File: src/rtl/tick_timer_pkg.sv
`timescale 1ns/1ps
package tick_timer_pkg;
   typedef enum logic [1:0] {
      SEL_NONE,
      SEL_STAT,
      SEL_LOAD,
      SEL_CTRL
   } reg_sel_e;

   localparam int unsigned CTRL_RUN_BIT  = 7;
   localparam int unsigned CTRL_AUTO_BIT = 4;
   localparam int unsigned STAT_FLAG_BIT = 0;
endpackage

File: src/rtl/tick_timer_regs.sv
`timescale 1ns/1ps
module tick_timer_regs
   import tick_timer_pkg::*;
#(
   parameter int unsigned ADDR_W   = 8,
   parameter int unsigned DATA_W   = 32,
   parameter int unsigned CODE_W   = 4,
   parameter int unsigned STAT_OFS = 'h00,
   parameter int unsigned LOAD_OFS = 'h10,
   parameter int unsigned CTRL_OFS = 'h18
) (
   input  logic              clk,
   input  logic              rst_n,
   input  logic [ADDR_W-1:0] bus_addr,
   input  logic              bus_we,
   input  logic [DATA_W-1:0] bus_wdata,
   output logic [DATA_W-1:0] bus_rdata,
   input  logic              expire_i,
   output logic              run_o,
   output logic              auto_o,
   output logic [CODE_W-1:0] code_o,
   output logic [DATA_W-1:0] load_o,
   output logic              restart_o,
   output logic [DATA_W-1:0] restart_val_o,
   output logic              flag_o
);
   reg_sel_e          sel;
   logic [DATA_W-1:0] ctrl_q;
   logic [DATA_W-1:0] load_q;
   logic              flag_q;
   logic              wr_stat, wr_load, wr_ctrl;

   always_comb begin
      if (bus_addr == ADDR_W'(STAT_OFS))      sel = SEL_STAT;
      else if (bus_addr == ADDR_W'(LOAD_OFS)) sel = SEL_LOAD;
      else if (bus_addr == ADDR_W'(CTRL_OFS)) sel = SEL_CTRL;
      else                                    sel = SEL_NONE;
   end

   assign wr_stat = bus_we && (sel == SEL_STAT);
   assign wr_load = bus_we && (sel == SEL_LOAD);
   assign wr_ctrl = bus_we && (sel == SEL_CTRL);

   always_ff @(posedge clk or negedge rst_n) begin
      if (!rst_n) begin
         ctrl_q <= '0;
         load_q <= '0;
      end else begin
         if (wr_ctrl) ctrl_q <= bus_wdata;
         if (wr_load) load_q <= bus_wdata;
      end
   end

   // an expiry in the same cycle as a clearing write keeps the flag set
   always_ff @(posedge clk or negedge rst_n) begin
      if (!rst_n)
         flag_q <= 1'b0;
      else if (expire_i)
         flag_q <= 1'b1;
      else if (wr_stat && bus_wdata[STAT_FLAG_BIT])
         flag_q <= 1'b0;
   end

   // restart on a rising run bit, or on a period write while running
   always_comb begin
      restart_o     = 1'b0;
      restart_val_o = load_q;
      if (wr_ctrl && bus_wdata[CTRL_RUN_BIT] && !ctrl_q[CTRL_RUN_BIT]) begin
         restart_o     = 1'b1;
         restart_val_o = load_q;
      end else if (wr_load && ctrl_q[CTRL_RUN_BIT]) begin
         restart_o     = 1'b1;
         restart_val_o = bus_wdata;
      end
   end

   always_comb begin
      unique case (sel)
         SEL_STAT: bus_rdata = DATA_W'(flag_q) << STAT_FLAG_BIT;
         SEL_LOAD: bus_rdata = load_q;
         SEL_CTRL: bus_rdata = ctrl_q;
         default:  bus_rdata = '0;
      endcase
   end

   assign run_o  = ctrl_q[CTRL_RUN_BIT];
   assign auto_o = ctrl_q[CTRL_AUTO_BIT];
   assign code_o = ctrl_q[CODE_W-1:0];
   assign load_o = load_q;
   assign flag_o = flag_q;
endmodule

File: src/rtl/tick_timer_prescale.sv
`timescale 1ns/1ps
module tick_timer_prescale #(
   parameter int unsigned CODE_W = 4
) (
   input  logic              clk,
   input  logic              rst_n,
   input  logic              run_i,
   input  logic              clear_i,
   input  logic [CODE_W-1:0] code_i,
   output logic              tick_o,
   output logic [(1<<CODE_W)-1:0] pre_o
);
   localparam int unsigned NCODES = 1 << CODE_W;
   localparam int unsigned PRE_W  = NCODES;

   logic [PRE_W-1:0]  pre_q;
   logic [NCODES-1:0] hit;
   logic              wrap;

   // code k ends a tick when the phase counter reaches 2^(k+1)-1
   for (genvar k = 0; k < NCODES; k++) begin : g_term
      localparam logic [PRE_W-1:0] TERM = {PRE_W{1'b1}} >> (PRE_W - 1 - k);
      assign hit[k] = (pre_q == TERM);
   end

   assign wrap   = hit[code_i];
   assign tick_o = run_i && !clear_i && wrap;

   always_ff @(posedge clk or negedge rst_n) begin
      if (!rst_n)
         pre_q <= '0;
      else if (clear_i)
         pre_q <= '0;
      else if (run_i)
         pre_q <= wrap ? '0 : pre_q + PRE_W'(1);
   end

   assign pre_o = pre_q;
endmodule

File: src/rtl/tick_timer_count.sv
`timescale 1ns/1ps
module tick_timer_count #(
   parameter int unsigned CNT_W = 32
) (
   input  logic             clk,
   input  logic             rst_n,
   input  logic             restart_i,
   input  logic [CNT_W-1:0] restart_val_i,
   input  logic             tick_i,
   input  logic             auto_i,
   input  logic [CNT_W-1:0] reload_i,
   output logic [CNT_W-1:0] cnt_o,
   output logic             expire_o
);
   localparam logic [CNT_W-1:0] ONE = CNT_W'(1);

   logic [CNT_W-1:0] cnt_q;

   assign expire_o = tick_i && (cnt_q == ONE);

   always_ff @(posedge clk or negedge rst_n) begin
      if (!rst_n)
         cnt_q <= '0;
      else if (restart_i)
         cnt_q <= restart_val_i;
      else if (tick_i && cnt_q != '0) begin
         if (cnt_q == ONE)
            cnt_q <= auto_i ? reload_i : '0;
         else
            cnt_q <= cnt_q - ONE;
      end
   end

   assign cnt_o = cnt_q;
endmodule

File: src/rtl/tick_timer.sv
`timescale 1ns/1ps
module tick_timer #(
   parameter int unsigned ADDR_W   = 8,
   parameter int unsigned DATA_W   = 32,
   parameter int unsigned CODE_W   = 4,
   parameter int unsigned STAT_OFS = 'h00,
   parameter int unsigned LOAD_OFS = 'h10,
   parameter int unsigned CTRL_OFS = 'h18
) (
   input  logic              clk,
   input  logic              rst_n,
   input  logic [ADDR_W-1:0] bus_addr,
   input  logic              bus_we,
   input  logic [DATA_W-1:0] bus_wdata,
   output logic [DATA_W-1:0] bus_rdata,
   output logic              irq
);
   localparam int unsigned PRE_W = 1 << CODE_W;

   if (ADDR_W < 5) begin : g_bad_addr
      $error("tick_timer: ADDR_W too small for the register offsets");
   end
   if (DATA_W < 8) begin : g_bad_data
      $error("tick_timer: DATA_W must hold the control bits");
   end
   if (CODE_W < 1 || CODE_W > 5) begin : g_bad_code
      $error("tick_timer: CODE_W out of range");
   end
   if (STAT_OFS == LOAD_OFS || STAT_OFS == CTRL_OFS || LOAD_OFS == CTRL_OFS) begin : g_bad_map
      $error("tick_timer: register offsets overlap");
   end

   logic              run, auto_mode, restart, tick, expire, flag;
   logic [CODE_W-1:0] code;
   logic [DATA_W-1:0] load_val, restart_val, cnt;
   logic [PRE_W-1:0]  pre;

   tick_timer_regs #(
      .ADDR_W(ADDR_W), .DATA_W(DATA_W), .CODE_W(CODE_W),
      .STAT_OFS(STAT_OFS), .LOAD_OFS(LOAD_OFS), .CTRL_OFS(CTRL_OFS)
   ) regs_i (
      .clk(clk), .rst_n(rst_n),
      .bus_addr(bus_addr), .bus_we(bus_we),
      .bus_wdata(bus_wdata), .bus_rdata(bus_rdata),
      .expire_i(expire),
      .run_o(run), .auto_o(auto_mode), .code_o(code), .load_o(load_val),
      .restart_o(restart), .restart_val_o(restart_val), .flag_o(flag)
   );

   tick_timer_prescale #(.CODE_W(CODE_W)) pre_i (
      .clk(clk), .rst_n(rst_n),
      .run_i(run), .clear_i(restart), .code_i(code),
      .tick_o(tick), .pre_o(pre)
   );

   tick_timer_count #(.CNT_W(DATA_W)) cnt_i (
      .clk(clk), .rst_n(rst_n),
      .restart_i(restart), .restart_val_i(restart_val),
      .tick_i(tick), .auto_i(auto_mode), .reload_i(load_val),
      .cnt_o(cnt), .expire_o(expire)
   );

   assign irq = flag;
endmodule

File: config.mk
export PLATFORM = sky130hd
export DESIGN_NAME = tick_timer
export DESIGN_NICKNAME = d
export VERILOG_FILES = /design/src/rtl/tick_timer_pkg.sv /design/src/rtl/tick_timer_regs.sv /design/src/rtl/tick_timer_prescale.sv /design/src/rtl/tick_timer_count.sv /design/src/rtl/tick_timer.sv
export SDC_FILE = /design/constraint.sdc
export NUM_CORES = 1
export LEC_CHECK = 0
export ABC_AREA = 1
export BUFFER_PORTS_ARGS = -buffer_cell sky130_fd_sc_hd__buf_2
export CELL_PAD_IN_SITES_DETAIL_PLACEMENT = 2
export CELL_PAD_IN_SITES_GLOBAL_PLACEMENT = 2
export CORE_MARGIN = 2
export CORE_UTILIZATION = 36
export CTS_BUF_LIST = sky130_fd_sc_hd__clkbuf_4 sky130_fd_sc_hd__clkbuf_8 sky130_fd_sc_hd__clkbuf_16
export DETAILED_ROUTE_END_ITERATION = 10
export GPL_ROUTABILITY_DRIVEN = 1
export GPL_TIMING_DRIVEN = 0
export PLACE_DENSITY_LB_ADDON = 0.08
export SYNTH_ARGS = -nofsm -noshare
export SYNTH_HDL_FRONTEND = slang
export SYNTH_SLANG_ARGS = --single-unit
File: constraint.sdc
create_clock -name clk -period 4.85 [get_ports clk]
set_clock_uncertainty 0.15 [all_clocks]
set_input_delay 0.2425 -clock clk [delete_from_list [all_inputs] [get_ports clk]]
set_output_delay 0.2425 -clock clk [all_outputs]
set_load 0.02 [all_outputs]
### Word-level counts from Yosys, hierarchy flattened

Cells that the tools add are included.

* output and inout port bits: 33
* logic and storage cells: 67
* bits in writable memories: 0
* memories: 0
* input port bits: 43
* register bits: 113
* bits in latches: 0
* ROM bits: 0

* multiplexer cells: 19
* reductions and logical operators: 18
* multipliers: 0
* eq/ne operators: 22
* magnitude comparators: 1
* div/mod/pow operators: 0
* bitwise operators: 0
* add/sub/neg operators: 2
* shift operators: 0

Operator list (count)
* 32-bit 2-to-1 mux: 6
* 32-bit one-hot mux with 3 select lines: 1
* 16-bit 2-to-1 mux: 3
* 32-bit by 1-bit equality test with 1-bit output (second input constant): 1
* 32-bit nonzero test: 1
* 32-bit by 1-bit subtractor with 32-bit output (second input constant): 1
* 16-bit by 1-bit adder with 16-bit output (second input constant): 1
* 16-bit by 1-bit equality test with 1-bit output (second input constant): 1
* 16-bit by 10-bit equality test with 1-bit output (second input constant): 1
* 16-bit by 11-bit equality test with 1-bit output (second input constant): 1
* 16-bit by 12-bit equality test with 1-bit output (second input constant): 1
* 16-bit by 13-bit equality test with 1-bit output (second input constant): 1
* 16-bit by 14-bit equality test with 1-bit output (second input constant): 1
* 16-bit by 15-bit equality test with 1-bit output (second input constant): 1
* 16-bit equality test (second input constant): 1
* 16-bit by 2-bit equality test with 1-bit output (second input constant): 1
* 16-bit by 3-bit equality test with 1-bit output (second input constant): 1
* 16-bit by 4-bit equality test with 1-bit output (second input constant): 1
* 16-bit by 5-bit equality test with 1-bit output (second input constant): 1
* 16-bit by 6-bit equality test with 1-bit output (second input constant): 1
* 16-bit by 7-bit equality test with 1-bit output (second input constant): 1
* 16-bit by 8-bit equality test with 1-bit output (second input constant): 1
* 16-bit by 9-bit equality test with 1-bit output (second input constant): 1
* 8-bit by 5-bit equality test with 1-bit output (second input constant): 2
* 10 further kinds: 30

### Logic depth before layout (Yosys ltp)

Gate-level depths: netlist of the first run.

* depth after elaboration: 15
* gate-level depth with buffers: 17
* gate-level depth less buffers: 16

### Cells and area by module

From an unflattened synthesis of the first run, not the netlist that was laid out.

* cells, all modules: 1281
* area, all modules: 8082.8 sq um

By module, submodules not included
* tick_timer_regs: times used 1, area an instance 3577.2 sq um, cells an instance 523
* tick_timer_count: times used 1, area an instance 3091.7 sq um, cells an instance 529
* tick_timer_prescale: times used 1, area an instance 1413.9 sq um, cells an instance 229

### Worst setup path before layout of the first run

No wires, ideal clock.

* path kind: register to register
* start point: register pre_i.pre_q[0] (netlist: pre_i.pre_o[0])
* end point: register cnt_i.cnt_q[2] (netlist: cnt_i.cnt_o[2])
* buffers on the path: 1
* data arrival time: 1.831 ns
* data required time: 4.587 ns
* stages on the path, launching flop included: 18
* period minus slack after synthesis: 2.093 ns
* path slack: 2.757 ns
* path through: dfrtp_1 -> ha_1 -> nand2_1 -> nor2_2 -> nand2_2 -> nor2_2 -> nand2_1 -> nand2_1 -> nand2_1 -> nand3_1 -> nand3_1 -> nand2_2 -> nand3_4 -> nand2_4 -> buf_6 -> nand2_1 -> nand2_1 -> inv_1

* cells in the longest elaborated chain, start to end: 6

Ends and longest elaborated chain
* start, declared: RTL line tick_timer_prescale.sv:16 `logic [PRE_W-1:0] pre_q;`
* start signal, assigned: RTL line tick_timer_prescale.sv:35 `pre_q <= wrap ? '0 : pre_q + PRE_W'(1);`
* 16-bit by 1-bit equality test with 1-bit output, or another cell as far along: RTL line tick_timer_prescale.sv:23 `assign hit[k] = (pre_q == TERM);`
* 1-bit binary-select mux with 4-bit select *: RTL line tick_timer_prescale.sv:26 `assign wrap = hit[code_i];`
* 1-bit 2-to-1 mux (implied by the code) *: RTL line tick_timer_prescale.sv:26
* 1-bit logical AND *: RTL line tick_timer_prescale.sv:27 `assign tick_o = run_i && !clear_i && wrap;`
* 1-bit logical AND *: RTL line tick_timer_count.sv:26 `else if (tick_i && cnt_q != '0) begin`
* 2-bit nonzero test (no line) *
* end signal, assigned: RTL line tick_timer_count.sv:25 `cnt_q <= restart_val_i;`
* end signal, assigned: RTL line tick_timer_count.sv:28 `cnt_q <= auto_i ? reload_i : '0;`
* end signal, assigned: RTL line tick_timer_count.sv:30 `cnt_q <= cnt_q - ONE;`
* end, declared: RTL line tick_timer_count.sv:17 `logic [CNT_W-1:0] cnt_q;`

Mark *: on every way between the ends. The rest lies on a longest branch, timed or not. The select of a mux whose other input is x is not followed.
A chain may end at the register's enable or synchronous reset.

### Worst setup path in the final report of the first run

* start point: register cnt_i.cnt_q[0] (netlist: cnt_i.cnt_o[0])
* end point: register cnt_i.cnt_q[3] (netlist: cnt_i.cnt_o[3])

* cells in the longest elaborated chain, start to end: 4

Ends and longest elaborated chain
* 32-bit by 1-bit subtractor with 32-bit output / 32-bit by 1-bit equality test with 1-bit output (equally long branches): RTL line tick_timer_count.sv:30, tick_timer_count.sv:27
* 32-bit 2-to-1 mux: RTL line tick_timer_count.sv:27 `if (cnt_q == ONE)`
* 32-bit 2-to-1 mux: RTL line tick_timer_count.sv:26
* 32-bit 2-to-1 mux: RTL line tick_timer_count.sv:24 `else if (restart_i)`

Several ways; a longest one is shown, not always the timed one. The select of a mux whose other input is x is not followed.

==> results of run 1 <==
cells by family after synthesis:
kind of cell	count (synthesis)	share of synthesized area (%)
flops	113	39.2
xor+xnor	40	4.86
simple gates	554	32.6
compound gates	131	10.6
buf+inv	194	12.0
fa+ha+maj	4	0.694
power by group through the flow:
stage | combinational (µW) | clock (µW) | sequential [µW]
global placement | 281 | 0 | 1100
CTS | 331 | 1310 | 1090
global route | 376 | 1360 | 1110
detailed placement | 303 | 0 | 1110
floorplan | 188 | 0 | 1080
finish | 332 | 1300 | 1100
critical path, stage by stage, from the launching register on:
cell and delay [ps]:
dfrtp_1 450, inv_1 140, ha_1 310, nand2_1 170, inv_1 150, nand2_1 110, nor3_1 340, nand2_1 190
nand3_4 190, buf_2 260, nand3_1 110, nand2_1 100, inv_1 50
metal layers:
layer | up-vias | track usage [%] | part of all wire (%)
met2 | 176 | 51.7 | 49
met4 | 2 | 7.06 | 1.4
met1 | 3852 | 41.3 | 47
met5 | - | 0 | 0.035
met3 | 35 | 4.55 | 2.9
li1 | 3504 | - | -
cells in the mapped netlist, types with 2 or more instances:
cell type | number | share of area, %
a21oi_1 | 20 | 1.4
a22o_1 | 14 | 1.7
and2_1 | 2 | 0.17
and3_1 | 12 | 1.0
buf_2 | 7 | 0.49
buf_4 | 2 | 0.21
buf_6 | 11 | 1.7
clkbuf_1 | 16 | 0.83
dfrtp_1 | 113 | 39
ha_1 | 4 | 0.69
inv_1 | 150 | 7.8
inv_2 | 4 | 0.21
nand2_1 | 303 | 16
nand2_2 | 6 | 0.52
nand2_4 | 2 | 0.31
nand3_1 | 84 | 5.8
nand4_1 | 11 | 0.95
nor2_1 | 110 | 5.7
nor2_2 | 9 | 0.78
nor3_1 | 8 | 0.56
nor4_1 | 2 | 0.17
o211ai_1 | 4 | 0.42
o21ai_0 | 73 | 5.1
o22ai_1 | 15 | 1.3
xnor2_1 | 3 | 0.36
xor2_1 | 37 | 4.5
per-stage QoR:
step / cell area (µm²) / worst slack (ps)
after floorplan: 7210 / 2760
after global placement: 7910 / 1790
after detailed placement: 7950 / 2070
after CTS: 8850 / 2030
after global routing: 8850 / 1830
final: 8850 / 2030
how the worst max path moves through the flow:
| stage | startpoint | slack [ps] | cells past startpoint | to |
|---|---|---|---|---|
| 2_1_floorplan | pre_i.pre_o[0] | 2760 | 17 | cnt_i.cnt_o[2] |
| 3_3_place_gp | rst_n | 1790 | 1 | cnt_i.cnt_o[16] |
| 3_5_place_dp | cnt_i.cnt_o[0] | 2070 | 12 | cnt_i.cnt_o[5] |
| 4_1_cts | cnt_i.cnt_o[0] | 2030 | 12 | cnt_i.cnt_o[10] |
| 5_1_grt | cnt_i.cnt_o[0] | 1830 | 12 | cnt_i.cnt_o[3] |
| 6_report | cnt_i.cnt_o[0] | 2030 | 12 | cnt_i.cnt_o[3] |
area by class of cell:
cell class / count / area (µm²)
fill: 2354 / 10700
tap: 265 / 332
sequential: 113 / 2830
clock inverter: 15 / 158
buffer: 39 / 284
timing repair buffer: 108 / 729
clock buffer: 17 / 425
multi-input combinational: 729 / 3510
inverter: 155 / 583
what timing repair did:
action / CTS / global route
resized for setup: 0 / 0
hold buffers: 32 / 0
endpoints found under the hold margin: 110 / 0
flip-flops by register name (all words and copies together), names as in the netlist:
register and cells:
cnt_i.cnt_o 32, pre_i.pre_o 16, regs_i.ctrl_q 32, regs_i.flag_o 1, regs_i.load_o 32
==> summary.md, run 1 <==
| Metric | Value |
|---|---|
| Drt drc | `0` |
| Reg power frac | `between 40% and 50%` |
| Final Critical Period | `2820 ps` |
| Synthesized Nets | `around 1100` |
| Combinational Power Share | `12.1%` |
| Top FF cell, synth | `dfrtp_1` |
| Async SR Flop Fraction | `100%` |
| Area growth from synthesis to layout | `22.8%` |
| Max Root-Sink Buffers | `2` |
| Core Area | `roughly 0.020 mm²` |
| Clock slew at reported path FFs | `roughly 60 ps` |
| PwrDens | `roughly 300 mW/mm²` |
| Warnings from Yosys | `0` |
| GP Congestion | `0.830` |
| Status | `finished clean` |
| Worst skew pair latency | `about 430 ps` |
| Hold Vio Cnt, Final | `0` |
| Htree depth | `4` |
| Post-synth EDFFs | `0` |
| RSZ-0062 raised after global routing | `false` |
| HP Class | `in -> reg` |
| Total GRT Usage | `roughly 30%` |
| Drt first pass iters | `4` |
| Vias in the first global route | `between 8000 and 9000` |
| Vias per cell | `roughly 5.3` |
| Inst Count DP | `1377` |
| Slew headroom | `52.3%` |
| Die Y | `around 150 µm` |
| Max Slew Vio Count | `0` |
| Initial antenna violation count | `1` |
| Setup-failing EPs final | `0` |
| Number of distinct library cells after synthesis | `40` |
| Hold path cells | `5` |
| Worst setup SP type | `flop` |
| Hold_ws | `around 22 ps` |
| Diode count | `0` |
| Layout cells sized above 1 | `13.4%` |
| Commonest non-fill, non-tap cell in the layout | `nand2_1` |
| Finished Layout Cells | `around 1400` |
| Final worst path period share | `between 50% and 60%` |
| Synth Register Bits | `~110` |
| Routed length per placed instance | `~22 µm` |
| Final wirelength | `~32000 µm` |
| DP HPWL | `22400 µm` |
| Io pins | `between 70 and 80` |
| RR Startpoint | `cnt_i.cnt_o[0]` |
| Initial DRC Count | `about 470` |
| Root Buffer | `clkbuf_16` |
| First-pass GRT wire length | `roughly 50000 µm` |
| Post-layout util | `a little under half` |
| Sw frac | `a little under a third` |
| Hold path start | `bus_addr[4]` |
| Routed via count | `7569` |
| Std cell rows | `51` |
| Min-Delay Endpoint | `regs_i.flag_o` |
| Total CTS buffers | `17` |
| Largest net degree at the start of global routing | `60` |
| Die ar. | `0.0212 mm²` |
| R2R depth | `12` |
| Worst VDD drop | `around 0.2 mV` |
| Initial Util | `36.9%` |
| Clock share of power | `47.7%` |
| Clock sinks | `between 100 and 150` |
| Port buffer count | `75` |
| Die width | `roughly 150 µm` |
| Post-DRT Antenna Nets | `0` |
| P_leak | `0.00456 µW` |
| Internal power | `between 1500 and 2000 µW` |
| Cell count after synthesis | `1036` |
| Sequential area share after synthesis | `39.2%` |
| Final Power | `2740 µW` |
| Global route overflow | `0` |
| CTS tree | `done` |
| Flop2flop setup slack | `2030 ps` |
| R2R Path End | `cnt_i.cnt_o[3]` |
| Avg Cell Area, Syn | `6.96 µm²` |
| Setup Fix Bufs, Post-CTS | `0` |
| Max-cap viol count | `0` |
| Least-Margin Pin Slew | `roughly 700 ps` |
| Post-Synthesis Cell Area | `0.00721 mm²` |
| Most frequent cells in the layout | `nand2_1 (303), inv_1 (150), dfrtp_1 (113)` |
| Fmax | `0.354 GHz` |
| Switching Power | `between 800 and 900 µW` |
| Worst setup path class | `reg -> reg` |
| Required time worst endpoint | `5020 ps` |
| CP Max Fanout | `10` |
| Setup TNS | `0 ps` |
| Crit. End Element | `flop` |
| Crit path DAT | `roughly 3000 ps` |
| Nets | `1210` |
(Power assumes the default switching activity.)
==> run 2, diff against run 1 <==
--- a/config.mk
+++ b/config.mk
@@ -5,7 +5,7 @@
 export SDC_FILE = /design/constraint.sdc
 export NUM_CORES = 1
 export LEC_CHECK = 0
-export ABC_AREA = 1
+export ABC_AREA = 0
 export BUFFER_PORTS_ARGS = -buffer_cell sky130_fd_sc_hd__buf_2
 export CELL_PAD_IN_SITES_DETAIL_PLACEMENT = 2
 export CELL_PAD_IN_SITES_GLOBAL_PLACEMENT = 2
==> constraint.sdc (replaced) <==
create_clock -name clk -period 2.9 [get_ports clk]
set_clock_uncertainty 0.15 [all_clocks]
set_input_delay 0.145 -clock clk [delete_from_list [all_inputs] [get_ports clk]]
set_output_delay 0.145 -clock clk [all_outputs]
set_load 0.02 [all_outputs]
==> run 2 against run 1 <==
Net effect:
- maximum frequency is 1.9% lower
- die area is 9.9% lower
- final cell count decreased by 23%
==> summary.md, run 2 <==
| Metric | Value |
|---|---|
| Slowest library cell on the worst path | `or4_4` |
| First-pass GRT wire length | `43300 µm (-13%)` |
| Total CTS buffers | `17 (unchanged)` |
| Initial Util | `36.4% (-0.50 points)` |
| Setup-failing EPs final | `0 (unchanged)` |
| CP Max Fanout | `10 (unchanged)` |
| Core Area | `0.0178 mm² (-8.9%)` |
| Max-cap viol count | `0 (unchanged)` |
| Most frequent cells in the layout | `nand2_1 (116), dfrtp_1 (109), nor2_1 (87)` |
| Combinational Power Share | `24.2% (+12 points)` |
| Least-Margin Pin Slew | `1300 ps (+580 ps)` |
| Post-layout util | `48.4% (+3.1 points)` |
| Global route overflow | `0 (unchanged)` |
| Internal power | `3850 µW (+110%)` |
| Fmax | `0.348 GHz (-1.9%)` |
| Hold Vio Cnt, Final | `0 (unchanged)` |
| Warnings from Yosys | `0 (unchanged)` |
| PwrDens | `649 mW/mm² (+110%)` |
| Post-synth top area cell | `dfrtp_1` |
| Nets | `914 (-24%)` |
| Async SR Flop Fraction | `100% (unchanged)` |
| Vias in the first global route | `7324 (-12%)` |
| Drt drc | `0 (unchanged)` |
| Synthesized Nets | `773 (-29%)` |
| Top-count cell post-synth | `nand2_1` |
| DP HPWL | `19100 µm (-15%)` |
| GP Congestion | `0.853 (+2.8%)` |
| Worst skew pair latency | `430 ps (about the same)` |
| Final wirelength | `28100 µm (-11%)` |
| Initial DRC Count | `307 (-34%)` |
| Routed length per placed instance | `25.3 µm (+15%)` |
| Die Y | `138 µm (-5.1%)` |
| P_leak | `0.00404 µW (-12%)` |
| Die width | `138 µm (-5.1%)` |
| Max Root-Sink Buffers | `2 (unchanged)` |
| Post-synth EDFFs | `0 (unchanged)` |
| Slew headroom | `13.6% (-39 points)` |
| Number of distinct library cells after synthesis | `65 (+63%)` |
| Initial antenna violation count | `0 (-1)` |
| Crit. End Element | `flop` |
| Routed via count | `6465 (-15%)` |
| Drt first pass iters | `5 (+1)` |
| Max Slew Vio Count | `0 (unchanged)` |
| Worst setup path class | `reg -> reg` |
| Crit path largest cell delay | `590 ps (+140 ps)` |
| Sw frac | `31.2% (-0.52 points)` |
| Switching Power | `1740 µW (+100%)` |
| Final worst path period share | `99.2% (+41 points)` |
| Htree depth | `4 (unchanged)` |
| Vias per cell | `5.83 (+11%)` |
| Final Critical Period | `2880 ps (+54.9 ps)` |
| Port buffer count | `74 (-1.3%)` |
| Post-Synthesis Cell Area | `0.00647 mm² (-10%)` |
| RSZ-0062 raised after global routing | `true` |
| Worst VDD drop | `0.466 mV (+130%)` |
| CP Cell Sequence | `or4_4, nor4_4, buf_4, and4_4, buf_6, nor2_1, clkbuf_8, a222oi_1, o21ai_0` |
| RR Startpoint | `cnt_i.cnt_o[23]` |
| Inst Count DP | `1030 (-25%)` |
| Post-DRT Antenna Nets | `0 (unchanged)` |
| Synth area leaders | `dfrtp_1 (44%), nand2_1 (6.7%), mux2_2 (5.9%)` |
| CP Launch Point | `cnt_i.cnt_o[23]` |
| Clock share of power | `42.1% (-5.6 points)` |
| Area growth from synthesis to layout | `33.0%` |
| Synth Register Bits | `113 (unchanged)` |
| HP Class | `in -> async` |
| Final setup margin | `23.3 ps (-2000 ps)` |
| Clock slew at reported path FFs | `60 ps (about the same)` |
| Die ar. | `0.0191 mm² (-9.9%)` |
| Top FF cell, synth | `dfrtp_1` |
| Diode count | `0 (unchanged)` |
| Io pins | `76 (unchanged)` |
| CTS tree | `done` |
| Layout cells sized above 1 | `25.7% (+12 points)` |
| Hold_ws | `80.6 ps (+58.8 ps)` |
| Avg Cell Area, Syn | `8.92 µm² (+28%)` |
| Cell count after synthesis | `726 (-30%)` |
| Yosys top cell area share | `43.7% (+4.4 points)` |
| Crit path DAT | `3020 ps (+30 ps)` |
| Clock sinks | `113 (unchanged)` |
| Sequential area share after synthesis | `43.7% (+4.4 points)` |
| Total GRT Usage | `29.6% (-0.90 points)` |
| Worst setup SP type | `flop` |
| Finished Layout Cells | `1109 (-23%)` |
| Std cell rows | `49 (-3.9%)` |
| Top cells by count, synth | `nand2_1 (116), dfrtp_1 (113), nor2_1 (89)` |
| Reg power frac | `33.7% (-6.5 points)` |
| Commonest non-fill, non-tap cell in the layout | `nand2_1` |
| R2R depth | `9 (-3)` |
| Status | `finished clean` |
| DP Worst Slack | `-853 ps (-2930 ps)` |
| Root Buffer | `clkbuf_16` |
| Required time worst endpoint | `3040 ps (-1980 ps)` |
| Largest net degree at the start of global routing | `69 (+15%)` |
[run 2: per-layer routing]
layer	part of all wire, %	wire, µm	global-route usage (%)	vias to the layer above
li1	-	-	-	2911
met1	41	11500	35.0	3342
met2	52	14600	53.2	153
met3	3.0	847	4.47	59
met4	4.1	1160	13.2	0
met5	0	0	0	-
[run 2: timing repair]
action / CTS / global route
hold endpoints to repair: 195 / 0
gates cloned: 0 / 0
buffers inserted: 12 / 5
resized for setup: 42 / 60
hold buffers: 35 / 0
endpoints found under the setup margin: 49 / 47
pin swaps: 7 / 8
[run 2: critical path, delay by kind of cell, from the launching register on]
kind / cells / cell delay [ps]
simple gates: 4 / 1130
flops: 1 / 400
buf+inv: 3 / 510
compound gates: 2 / 540
[run 2: cell type report]
type / instances / area [µm²]
repair buffers: 127 / 886
inverters: 7 / 26.3
clock buffers: 23 / 502
flip-flops and latches: 113 / 2830
plain buffers: 47 / 294
clock inverters: 9 / 151
multi-input cells: 554 / 3630
well taps: 229 / 287
fillers: 1898 / 9170
[run 2: metrics by stage]
step                cell area [µm²]  setup TNS, ps  total power (µW)
floorplan                      6470              0              2620
global placement               7130         -31530              2960
detailed placement             7160         -29140              3030
CTS                            8400              0              5550
global route                   8610           -331              5850
finish                         8610              0              5590
[run 2: path summary, 6_finish.rpt]
check,endpoint,slack (ps)
hold / removal,regs_i.ctrl_q[3],80
setup reg to reg,cnt_i.cnt_o[6],20
setup / recovery,cnt_i.cnt_o[6],20
max in group asynchronous,cnt_i.cnt_o[20],1770
min in group clk,regs_i.ctrl_q[31],270
hold reg to reg,regs_i.ctrl_q[26],320
[run 2: cell families after synthesis]
family | count (synthesis) | synth area share, %
AO/OA/AOI/OAI | 157 | 16.7
multiplexers | 66 | 10.9
buffers and inverters | 59 | 3.85
AND/OR/NAND/NOR | 321 | 23.3
XOR/XNOR | 6 | 0.812
flip-flops | 113 | 43.7
adder cells (fa/ha/maj) | 4 | 0.773
[run 2: power groups by stage]
stage	Combinational [µW]	Clock, µW	Sequential [µW]
final	1350	2350	1880
after CTS	1310	2380	1860
after global routing	1480	2450	1910
after floorplan	782	0	1840
after detailed placement	1140	0	1880
after global placement	1080	0	1870
